$ cat src/rtl/clkdiv_pkg.sv
package clkdiv_pkg;

  typedef enum logic [1:0] {
    SEQ_IDLE   = 2'd0,
    SEQ_FORCE  = 2'd1,
    SEQ_SETTLE = 2'd2
  } seq_state_e;

endpackage

$ cat src/rtl/clkdiv_seq.sv
module clkdiv_seq
  import clkdiv_pkg::*;
#(
  parameter int REQ_W       = 12,
  parameter int FIELD_W     = 8,
  parameter int SETTLE_REFS = 20
) (
  input  logic               clk,
  input  logic               rst_n,
  input  logic               ref_en,
  input  logic               wr_div_en,
  input  logic [REQ_W-1:0]   wr_req,
  output logic               busy,
  output logic [FIELD_W-1:0] field_q
);

  localparam int unsigned FULL_RATIO = 1 << FIELD_W;
  localparam int          SC_W       = $clog2(SETTLE_REFS + 1);
  localparam logic [SC_W-1:0] LAST_REF = SC_W'(SETTLE_REFS - 1);

  seq_state_e         state_q, state_d;
  logic [FIELD_W-1:0] pend_q, pend_d;
  logic [FIELD_W-1:0] field_d;
  logic [SC_W-1:0]    scnt_q, scnt_d;
  logic [FIELD_W-1:0] enc;

  // saturate out-of-range requests to the all-zero (256) encoding
  always_comb begin
    if ((wr_req == '0) || (32'(wr_req) >= FULL_RATIO)) enc = '0;
    else                                               enc = wr_req[FIELD_W-1:0];
  end

  always_comb begin
    state_d = state_q;
    pend_d  = pend_q;
    field_d = field_q;
    scnt_d  = scnt_q;
    case (state_q)
      SEQ_IDLE: begin
        if (wr_div_en) begin
          pend_d  = enc;
          state_d = SEQ_FORCE;
        end
      end
      SEQ_FORCE: begin
        field_d = pend_q;
        scnt_d  = '0;
        state_d = SEQ_SETTLE;
      end
      SEQ_SETTLE: begin
        if (ref_en) begin
          if (scnt_q == LAST_REF) state_d = SEQ_IDLE;
          else                    scnt_d  = scnt_q + SC_W'(1);
        end
      end
      default: state_d = SEQ_IDLE;
    endcase
  end

  always_ff @(posedge clk or negedge rst_n) begin
    if (!rst_n) begin
      state_q <= SEQ_IDLE;
      pend_q  <= '0;
      field_q <= '0;
      scnt_q  <= '0;
    end else begin
      state_q <= state_d;
      pend_q  <= pend_d;
      field_q <= field_d;
      scnt_q  <= scnt_d;
    end
  end

  assign busy = (state_q != SEQ_IDLE);


  settle_ref_chk: assert property (@(posedge clk) disable iff (!rst_n)
    $fell(busy) |-> $past(ref_en));


  accept_chk: assert property (@(posedge clk) disable iff (!rst_n)
    (wr_div_en && !busy) |=> (state_q == SEQ_FORCE));


  load_only_after_force_chk: assert property (@(posedge clk) disable iff (!rst_n)
    (field_q != $past(field_q)) |-> ($past(state_q) == SEQ_FORCE));


  no_load_in_settle_chk: assert property (@(posedge clk) disable iff (!rst_n)
    (state_q == SEQ_SETTLE) |=> $stable(field_q));

endmodule

$ cat src/rtl/clkdiv_count.sv
module clkdiv_count #(
  parameter int FIELD_W = 8
) (
  input  logic               clk,
  input  logic               rst_n,
  input  logic               clr,
  input  logic               tick,
  input  logic [FIELD_W-1:0] field,
  output logic [FIELD_W:0]   ratio,
  output logic               pulse
);

  localparam int RATIO_W = FIELD_W + 1;
  localparam logic [RATIO_W-1:0] FULL = RATIO_W'(1) << FIELD_W;

  logic [FIELD_W-1:0] cnt_q, cnt_d;
  logic               hit;

  assign ratio = (field == '0) ? FULL : {1'b0, field};
  assign hit   = ({1'b0, cnt_q} == (ratio - RATIO_W'(1)));
  assign pulse = tick && !clr && hit;

  always_comb begin
    cnt_d = cnt_q;
    if (clr)       cnt_d = '0;
    else if (tick) cnt_d = hit ? '0 : (cnt_q + FIELD_W'(1));
  end

  always_ff @(posedge clk or negedge rst_n) begin
    if (!rst_n) cnt_q <= '0;
    else        cnt_q <= cnt_d;
  end


  cnt_range_chk: assert property (@(posedge clk) disable iff (!rst_n)
    ({1'b0, cnt_q} < ratio));


  cnt_restart_chk: assert property (@(posedge clk) disable iff (!rst_n)
    clr |=> (cnt_q == '0));

endmodule

$ cat src/rtl/clkdiv_byp.sv
module clkdiv_byp #(
  parameter int REQ_W       = 12,
  parameter int FIELD_W     = 8,
  parameter int SETTLE_REFS = 20
) (
  input  logic               clk,
  input  logic               rst_n,
  input  logic               ref_clk_en,
  input  logic               src_clk_en,
  input  logic               up_byp,
  input  logic               wr_div_en,
  input  logic [REQ_W-1:0]   wr_ratio,
  input  logic               wr_byp_en,
  input  logic               wr_byp_val,
  output logic               out_clk_en,
  output logic               busy,
  output logic [FIELD_W:0]   eff_ratio
);

  logic               byp_q, byp_d;
  logic               byp_eff;
  logic               tick;
  logic               div_pulse;
  logic [FIELD_W-1:0] field;

  always_comb begin
    byp_d = byp_q;
    if (wr_byp_en) byp_d = wr_byp_val;
  end

  always_ff @(posedge clk or negedge rst_n) begin
    if (!rst_n) byp_q <= 1'b1;
    else        byp_q <= byp_d;
  end

  clkdiv_seq #(
    .REQ_W      (REQ_W),
    .FIELD_W    (FIELD_W),
    .SETTLE_REFS(SETTLE_REFS)
  ) u_seq (
    .clk      (clk),
    .rst_n    (rst_n),
    .ref_en   (ref_clk_en),
    .wr_div_en(wr_div_en),
    .wr_req   (wr_ratio),
    .busy     (busy),
    .field_q  (field)
  );

  // upstream bypassed: the reference stands in for the source
  assign tick    = up_byp ? ref_clk_en : src_clk_en;
  assign byp_eff = byp_q | busy;

  clkdiv_count #(
    .FIELD_W(FIELD_W)
  ) u_count (
    .clk  (clk),
    .rst_n(rst_n),
    .clr  (byp_eff),
    .tick (tick),
    .field(field),
    .ratio(eff_ratio),
    .pulse(div_pulse)
  );

  assign out_clk_en = byp_eff ? ref_clk_en : div_pulse;


  forced_bypass_chk: assert property (@(posedge clk) disable iff (!rst_n)
    busy |-> (out_clk_en == ref_clk_en));


  ratio_range_chk: assert property (@(posedge clk) disable iff (!rst_n)
    (eff_ratio != '0) && (eff_ratio <= ((FIELD_W+1)'(1) << FIELD_W)));

endmodule

$ cat config.mk
export PLATFORM = sky130hd
export DESIGN_NAME = clkdiv_byp
export DESIGN_NICKNAME = d
export VERILOG_FILES = /design/src/rtl/clkdiv_pkg.sv /design/src/rtl/clkdiv_seq.sv /design/src/rtl/clkdiv_count.sv /design/src/rtl/clkdiv_byp.sv
export SDC_FILE = /design/constraint.sdc
export NUM_CORES = 1
export LEC_CHECK = 0
export CAP_MARGIN = 20
export CORE_MARGIN = 2
export CORE_UTILIZATION = 53
export DETAILED_ROUTE_END_ITERATION = 10
export GPL_TIMING_DRIVEN = 0
export PLACE_DENSITY = 0.83
export SLEW_MARGIN = 30
export SYNTH_ARGS = -nofsm -noshare
export SYNTH_HDL_FRONTEND = slang
export SYNTH_SLANG_ARGS = --single-unit
export TNS_END_PERCENT = 100
$ cat constraint.sdc
create_clock -name clk -period 2.5 [get_ports clk]
set_input_delay 0.5 -clock clk [delete_from_list [all_inputs] [get_ports clk]]
set_output_delay 0.5 -clock clk [all_outputs]
set_load 0.02 [all_outputs]
==> results.md, run 1 <==
- Vias in the first global route: 1,553
- Post-DR vias/cell: 5.80
- Setup violators final: 1
- Layout cell share with drive strength beyond 1: 24.6%
- Sequential Power Share: 30.7%
- Leak pwr: 1.14 nW
- Max Transition Viols Final: 0
- Period minus WS final: 2740 ps
- YS warnings: 0
- Gr usage total: 23.0%
- Largest net degree at the start of global routing: 24
- Mapped cell area: 1900 um2
- # hold bufs at CTS: 0
- CP top delay family: simple AND/OR/NAND/NOR gates
- Psw: 0.947 mW
- Type of the worst min-delay path: in2async
- Synthesis-stage register bit count: 32
- Setup ws final: -241 ps
- Synth unique cells: 55
- Initial antenna violation count: 0
- CP Depth: 9
- CTS tree: done
- Total Nets Final: 275
- Drt first pass iters: 4
- DR WL met3: 154 um
- Floorplan row count: 21
- Final Power: 2.34 mW
- Worst Tran Pin Value: 555 ps
- Most frequent cells in the layout: 29 x dfrtp_1, 25 x clkdlybuf4s50_1, 21 x buf_4
- Max_slew headroom: 62.9%
- Type of the worst setup path: reg2out
- Reg2reg end: u_count.cnt_q[6]$_DFFE_PN0P_
- Highest Signal Layer: met4
- Core Util, Final: 77.2%
- Dpl cells: 272
- Detail Route Antenna Nets: 0
- Ys flop type: dfrtp_1
- Max FO, Critical Path: 4
- Drt wl/cell: 15.7 um
- IO buf count: 30
- Post-route met1 wirelength: 1.98 mm
- R2R depth: 10
- Met2 WL: 2.41 mm
- Sw frac: 40.4%
- Post-synth EDFFs: 0
- Vias: 1,729
- Routability Congestion: 0.722
- Syn avg cell area: 9.75 um2
- Worst-Skew Late Latency: 350 ps
- Gate Count Post-Synth: 195
- Final HPWL DP: 2.90 mm
- Synth Net Count: 219
- Initial Util: 56.1%
- Part of the cycle the worst path needs: 110%
- # diodes: 0
- CP Capture Point: out_clk_en
- Internal Power: 1.40 mW
- DRC: 0
- Initial DRC count: 123
- Die width: 63.9 um
- Origin of the critical flop-to-flop path: u_seq.field_q[1]$_DFFE_PN0P_
- Worst setup EP type: output pin
- Clk buf depth: 2
- Filler cells: 214
- Critical-path top delay cell: dfrtp_1
- Clock sinks: 32
- Global-route wire length before repair: 7.24 mm
- Power share of the clock group: 17.0%
- Critical Path Source Type: flip-flop
- Failing checks: negative setup slack
- Layout area overhead: 37.7%
- Fraction of registers with async set/reset: 100%
- Crit path launch: u_seq.field_q[1]$_DFFE_PN0P_
- Most common library cell in the layout ignoring fill and taps: dfrtp_1
- Fmax: 0.365 GHz
- H-tree depth: 2
- Total grt overflow: 0
- R2R Setup Slk: 240 ps
- Seq/Total Area, Yosys: 42.2%
- Buf+Inv Stages, Crit Path: 2
- Die area: 4080 um2
- Worst endpoint data arrival time: 2240 ps
- Worst-path cell chain: inv_2 -> ha_4 -> xor2_1 -> nand2_1 -> nor2_2 -> mux2i_2 -> nor3_2 -> a22o_1 -> buf_4
- Maxcap violations: 0
- Ports: 31
- Clk pin slew, worst setup/hold paths: 110 ps
- Root buffer cell: clkbuf_4
- Worst endpoint required time: 2000 ps
- Worst VDD drop: 0.000578 V
- Status: finished, violations left
- Final hold violations: 0
- Final Non-Filler Cells: 298
- Pwr/cell area: 896 nW/um2
- CP peak stage delay: 400 ps
- Core area: 3390 um2
- Final wirelength: 4.67 mm
- Clock Skew: 11.9 ps
- Num CTS Buffers: 5
- Die Ht: 63.9 um
- RSZ-0062 raised after global routing: yes
- Gate power share: 52.2%
-- cell type report --
type / count / area, um2 / area share (%)
sequential: 32 / 805 / 30.8
inverter: 10 / 37.5 / 1.43
clock inverter: 2 / 35.0 / 1.34
clock buffer: 6 / 41.3 / 1.58
timing repair buffer: 50 / 459 / 17.6
tap: 46 / 57.6 / 2.20
multi-input combinational: 138 / 1110 / 42.4
buffer: 14 / 72.6 / 2.77
-- how the worst min path moves through the flow --
stage                                        end  cells past startpoint  slack [ps]                        start
floorplan           u_count.cnt_q[0]$_DFFE_PN0P_                      0         200                        rst_n
global placement    u_seq.field_q[1]$_DFFE_PN0P_                      2         480  u_seq.pend_q[1]$_DFFE_PN0P_
detailed placement  u_seq.field_q[6]$_DFFE_PN0P_                      1         390                        rst_n
CTS                 u_seq.field_q[6]$_DFFE_PN0P_                      1          30                        rst_n
global route        u_seq.field_q[6]$_DFFE_PN0P_                      1          30                        rst_n
finish              u_seq.field_q[6]$_DFFE_PN0P_                      1          20                        rst_n
-- flip-flops by register name, indices dropped and copies added (netlist names) --
signal         count
u_count.cnt_q      8
u_seq.field_q      8
u_seq.pend_q       8
u_seq.scnt_q       5
u_seq.state_q      2
byp_q              1
-- per-layer routing --
metal,track usage (%),vias to the layer above
met5,0,-
met4,9.51,0
met3,4.23,12
met2,37.6,38
met1,30.0,850
li1,-,829
-- cell usage after synthesis (all sizes together), types with 5 or more instances --
| cell type | n | area [um2] |
|---|---|---|
| a211oi | 7 | 65.1 |
| a21oi | 5 | 25.0 |
| a22o | 9 | 78.8 |
| clkbuf | 11 | 41.3 |
| dfrtp | 31 | 776 |
| inv | 10 | 37.5 |
| mux2 | 8 | 90.1 |
| nand2 | 9 | 33.8 |
| nand3 | 5 | 25.0 |
| nor2 | 19 | 71.3 |
| nor3 | 7 | 40.0 |
| o21ai | 7 | 35.0 |
| xor2 | 7 | 61.3 |
-- metrics by stage --
| step | hold WS [ps] | area [um2] | setup TNS (ps) | worst slack [ps] |
|---|---|---|---|---|
| 2_1_floorplan | 204 | 1900 | 0 | 184 |
| 3_3_place_gp | 475 | 2260 | -505 | -505 |
| 3_5_place_dp | 392 | 2280 | -567 | -567 |
| 4_1_cts | 25.0 | 2460 | -191 | -191 |
| 5_1_grt | 31.2 | 2620 | -380 | -380 |
| 6_report | 20.5 | 2620 | -241 | -241 |
-- cells by family after synthesis --
group	Yosys count	synth area share, %
AO/OA/AOI/OAI	48	19.6
XOR/XNOR	11	5.07
adder cells (fa/ha/maj)	4	2.63
buffers and inverters	25	5.60
flip-flops	32	42.2
multiplexers	11	6.32
AND/OR/NAND/NOR	64	18.6
-- repair_timing --
action	in CTS	in global routing
endpoints found under the hold margin	0	0
setup buffers	6	13
pin swaps	3	10
setup endpoints to repair	4	1
resized for setup	22	17
-- power by group through the flow --
stage               Combinational (mW)  Sequential [mW]  Clock [mW]
floorplan                        0.646            0.691           0
global placement                 0.895            0.712           0
detailed placement               0.925            0.715           0
CTS                               1.01            0.708       0.400
global route                      1.32            0.736       0.418
finish                            1.22            0.720       0.400
-- worst register-to-register path: cells and delay by family, from the launching register on --
family          cells  cell delay (ps)
simple gates        3              660
flops               1              400
buf+inv             3              360
fa+ha+maj           1              280
xor+xnor            1              180
compound gates      1              130
mux                 1              100
Power figures use the tool's default switching activity.
==> run 2: changes to the inputs <==
Settings changed: CORE_UTILIZATION 53 to 48, PLACE_DENSITY 0.83 to 0.8, REMOVE_ABC_BUFFERS set to 1.
Clock period 2.5 ns to 2.4 ns, I/O delays scaled along.
==> results.md, run 2 (synthesized netlist as in run 1, its figures left out) <==
- Status: finished, violations left
- Failing checks: negative setup slack
- Buf+Inv Stages, Crit Path: 2
- Post-DR vias/cell: 5.86
- Gate power share: 46.8%
- Drt wl/cell: 16.6 um
- H-tree depth: 2
- IO buf count: 30
- Total Nets Final: 261
- Die area: 4480 um2
- Critical-path top delay cell: dfrtp_2
- Initial DRC count: 100
- Final HPWL DP: 2.79 mm
- Root buffer cell: clkbuf_8
- Clk pin slew, worst setup/hold paths: 70 ps
- Initial Util: 50.8%
- Pwr/cell area: 913 nW/um2
- Layout cell share with drive strength beyond 1: 26.1%
- Vias in the first global route: 1,580
- Met2 GRT Util: 35.9%
- Worst VDD drop: 0.000592 V
- CP top delay family: compound AO/OA/AOI/OAI gates
- Core area: 3740 um2
- Detail Route Antenna Nets: 0
- Most frequent cells in the layout: 26 x dfrtp_1, 25 x clkdlybuf4s50_1, 19 x buf_4
- Dpl cells: 259
- Clock Skew: 5.55 ps
- Max FO, Critical Path: 6
- Worst-path cell chain: buf_4 -> nor2_1 -> a311o_1 -> o211ai_2 -> mux2i_2 -> nor3_2 -> a22o_1 -> buf_6
- Sw frac: 41.0%
- CTS tree: done
- Worst endpoint data arrival time: 2110 ps
- Post-Place Worst Slack: -657 ps
- Total grt overflow: 0
- DRC: 0
- Worst endpoint required time: 1920 ps
- Power share of the clock group: 18.5%
- RSZ-0062 raised after global routing: yes
- Die width: 66.9 um
- Die Ht: 66.9 um
- Met1 Resource Use GR: 29.6%
- Internal Power: 1.39 mW
- Grt peak-use layer: met2
- Setup violators final: 1
- Floorplan row count: 22
- Global-route wire length before repair: 7.43 mm
- Type of the worst min-delay path: in2async
- Gr usage total: 22.4%
- Most common library cell in the layout ignoring fill and taps: dfrtp_1
- Setup ws final: -194 ps
- Worst Tran Pin Value: 826 ps
- Largest regs: u_count.cnt_q: 8 flops, u_seq.field_q: 8 flops, u_seq.pend_q: 8 flops
- Psw: 0.967 mW
- Part of the cycle the worst path needs: 108%
- # diodes: 0
- Type of the worst setup path: reg2out
- Origin of the critical flop-to-flop path: u_seq.field_q[1]$_DFFE_PN0P_
- Initial antenna violation count: 0
- Crit path launch: u_seq.field_q[4]$_DFFE_PN0P_
- Vias: 1,676
- # hold bufs at CTS: 0
- Sequential Power Share: 34.7%
- Worst setup EP type: output pin
- Final wirelength: 4.76 mm
- Maxcap violations: 0
- Layout area overhead: 35.9%
- CP peak stage delay: 470 ps
- Max Transition Viols Final: 0
- Period minus WS final: 2590 ps
- Num CTS Buffers: 5
- Fmax: 0.385 GHz
- Leak pwr: 1.13 nW
- Drt first pass iters: 4
- Largest net degree at the start of global routing: 24
- Worst-Skew Late Latency: 290 ps
- Final hold violations: 0
- Routability Congestion: 0.783
- Critical Path Source Type: flip-flop
- Clock sinks: 32
- Ports: 31
- Met3 Track Usage GR: 5.07%
- Max_slew headroom: 44.8%
- Clk buf depth: 2
- Final Non-Filler Cells: 286
-- run 2: changes by cell type in the layout (fill, tap and decap cells not counted), moves of 2 or more --
cell	before	now
nor2_4	2	0
clkbuf_1	10	2
clkbuf_8	0	6
dlymetal6s2s_1	0	2
buf_4	21	19
clkbuf_4	5	0
dfrtp_1	29	26
dlygate4sd2_1	3	1
dfrtp_2	2	5
-- run 2: cell type report --
class,count,area [um2]
multi-input cells,138,1120
inverters,10,37.5
fillers,267,1160
clock buffers,8,90.1
well taps,48,60.1
flip-flops and latches,32,808
repair buffers,50,470
-- run 2: worst paths after layout --
path,to,slack [ps],cells after the start
setup / recovery,out_clk_en,-190,8
hold / removal,u_seq.pend_q[0]$_DFFE_PN0P_,60,1
setup reg to reg,u_count.cnt_q[3]$_DFFE_PN0P_,290,9
hold reg to reg,u_seq.field_q[2]$_DFFE_PN0P_,500,1
max in group asynchronous,u_seq.field_q[3]$_DFFE_PN0P_,1940,2
min in group clk,u_seq.field_q[2]$_DFFE_PN0P_,500,1
-- run 2: timing repair --
action | 4_1_cts | 5_1_grt
gates resized for setup | 24 | 15
endpoints found under the setup margin | 4 | 3
pin swaps | 4 | 11
hold endpoints to repair | 0 | 0
buffers inserted | 9 | 10
-- run 2: metrics by stage --
step                hold WS [ps]  utilization (%)  total power, mW  cell area [um2]  TNS, ps
finish                      60.2             69.0             2.36             2580     -194
CTS                         63.4             65.0             2.19             2430     -373
global route                75.4             69.0             2.49             2580     -286
floorplan                    184                -             1.35             1830        0
global placement             480             58.6             1.63             2190     -644
detailed placement           369             59.2             1.66             2210     -669
-- run 2: worst register-to-register path: stages (launching register included) --
cell and delay [ps]:
dfrtp_1 380, inv_2 80, ha_4 270, xor2_1 140, nand2_1 110, nor2_1 150, mux2i_2 100, buf_4 150
nor4_4 440, a211oi_1 150
-- run 2: power groups by stage --
| stage | registers, mW | logic [mW] | clock network [mW] |
|---|---|---|---|
| 2_1_floorplan | 0.794 | 0.557 | 0 |
| 3_3_place_gp | 0.808 | 0.823 | 0 |
| 3_5_place_dp | 0.811 | 0.846 | 0 |
| 4_1_cts | 0.809 | 0.950 | 0.434 |
| 5_1_grt | 0.839 | 1.19 | 0.462 |
| 6_report | 0.818 | 1.10 | 0.435 |
-- run 2: per-layer routing --
metal	wire, um	share of wire, %
met1	2000	42
met2	2480	52
met3	191	4.0
met4	85	1.8
met5	0	0
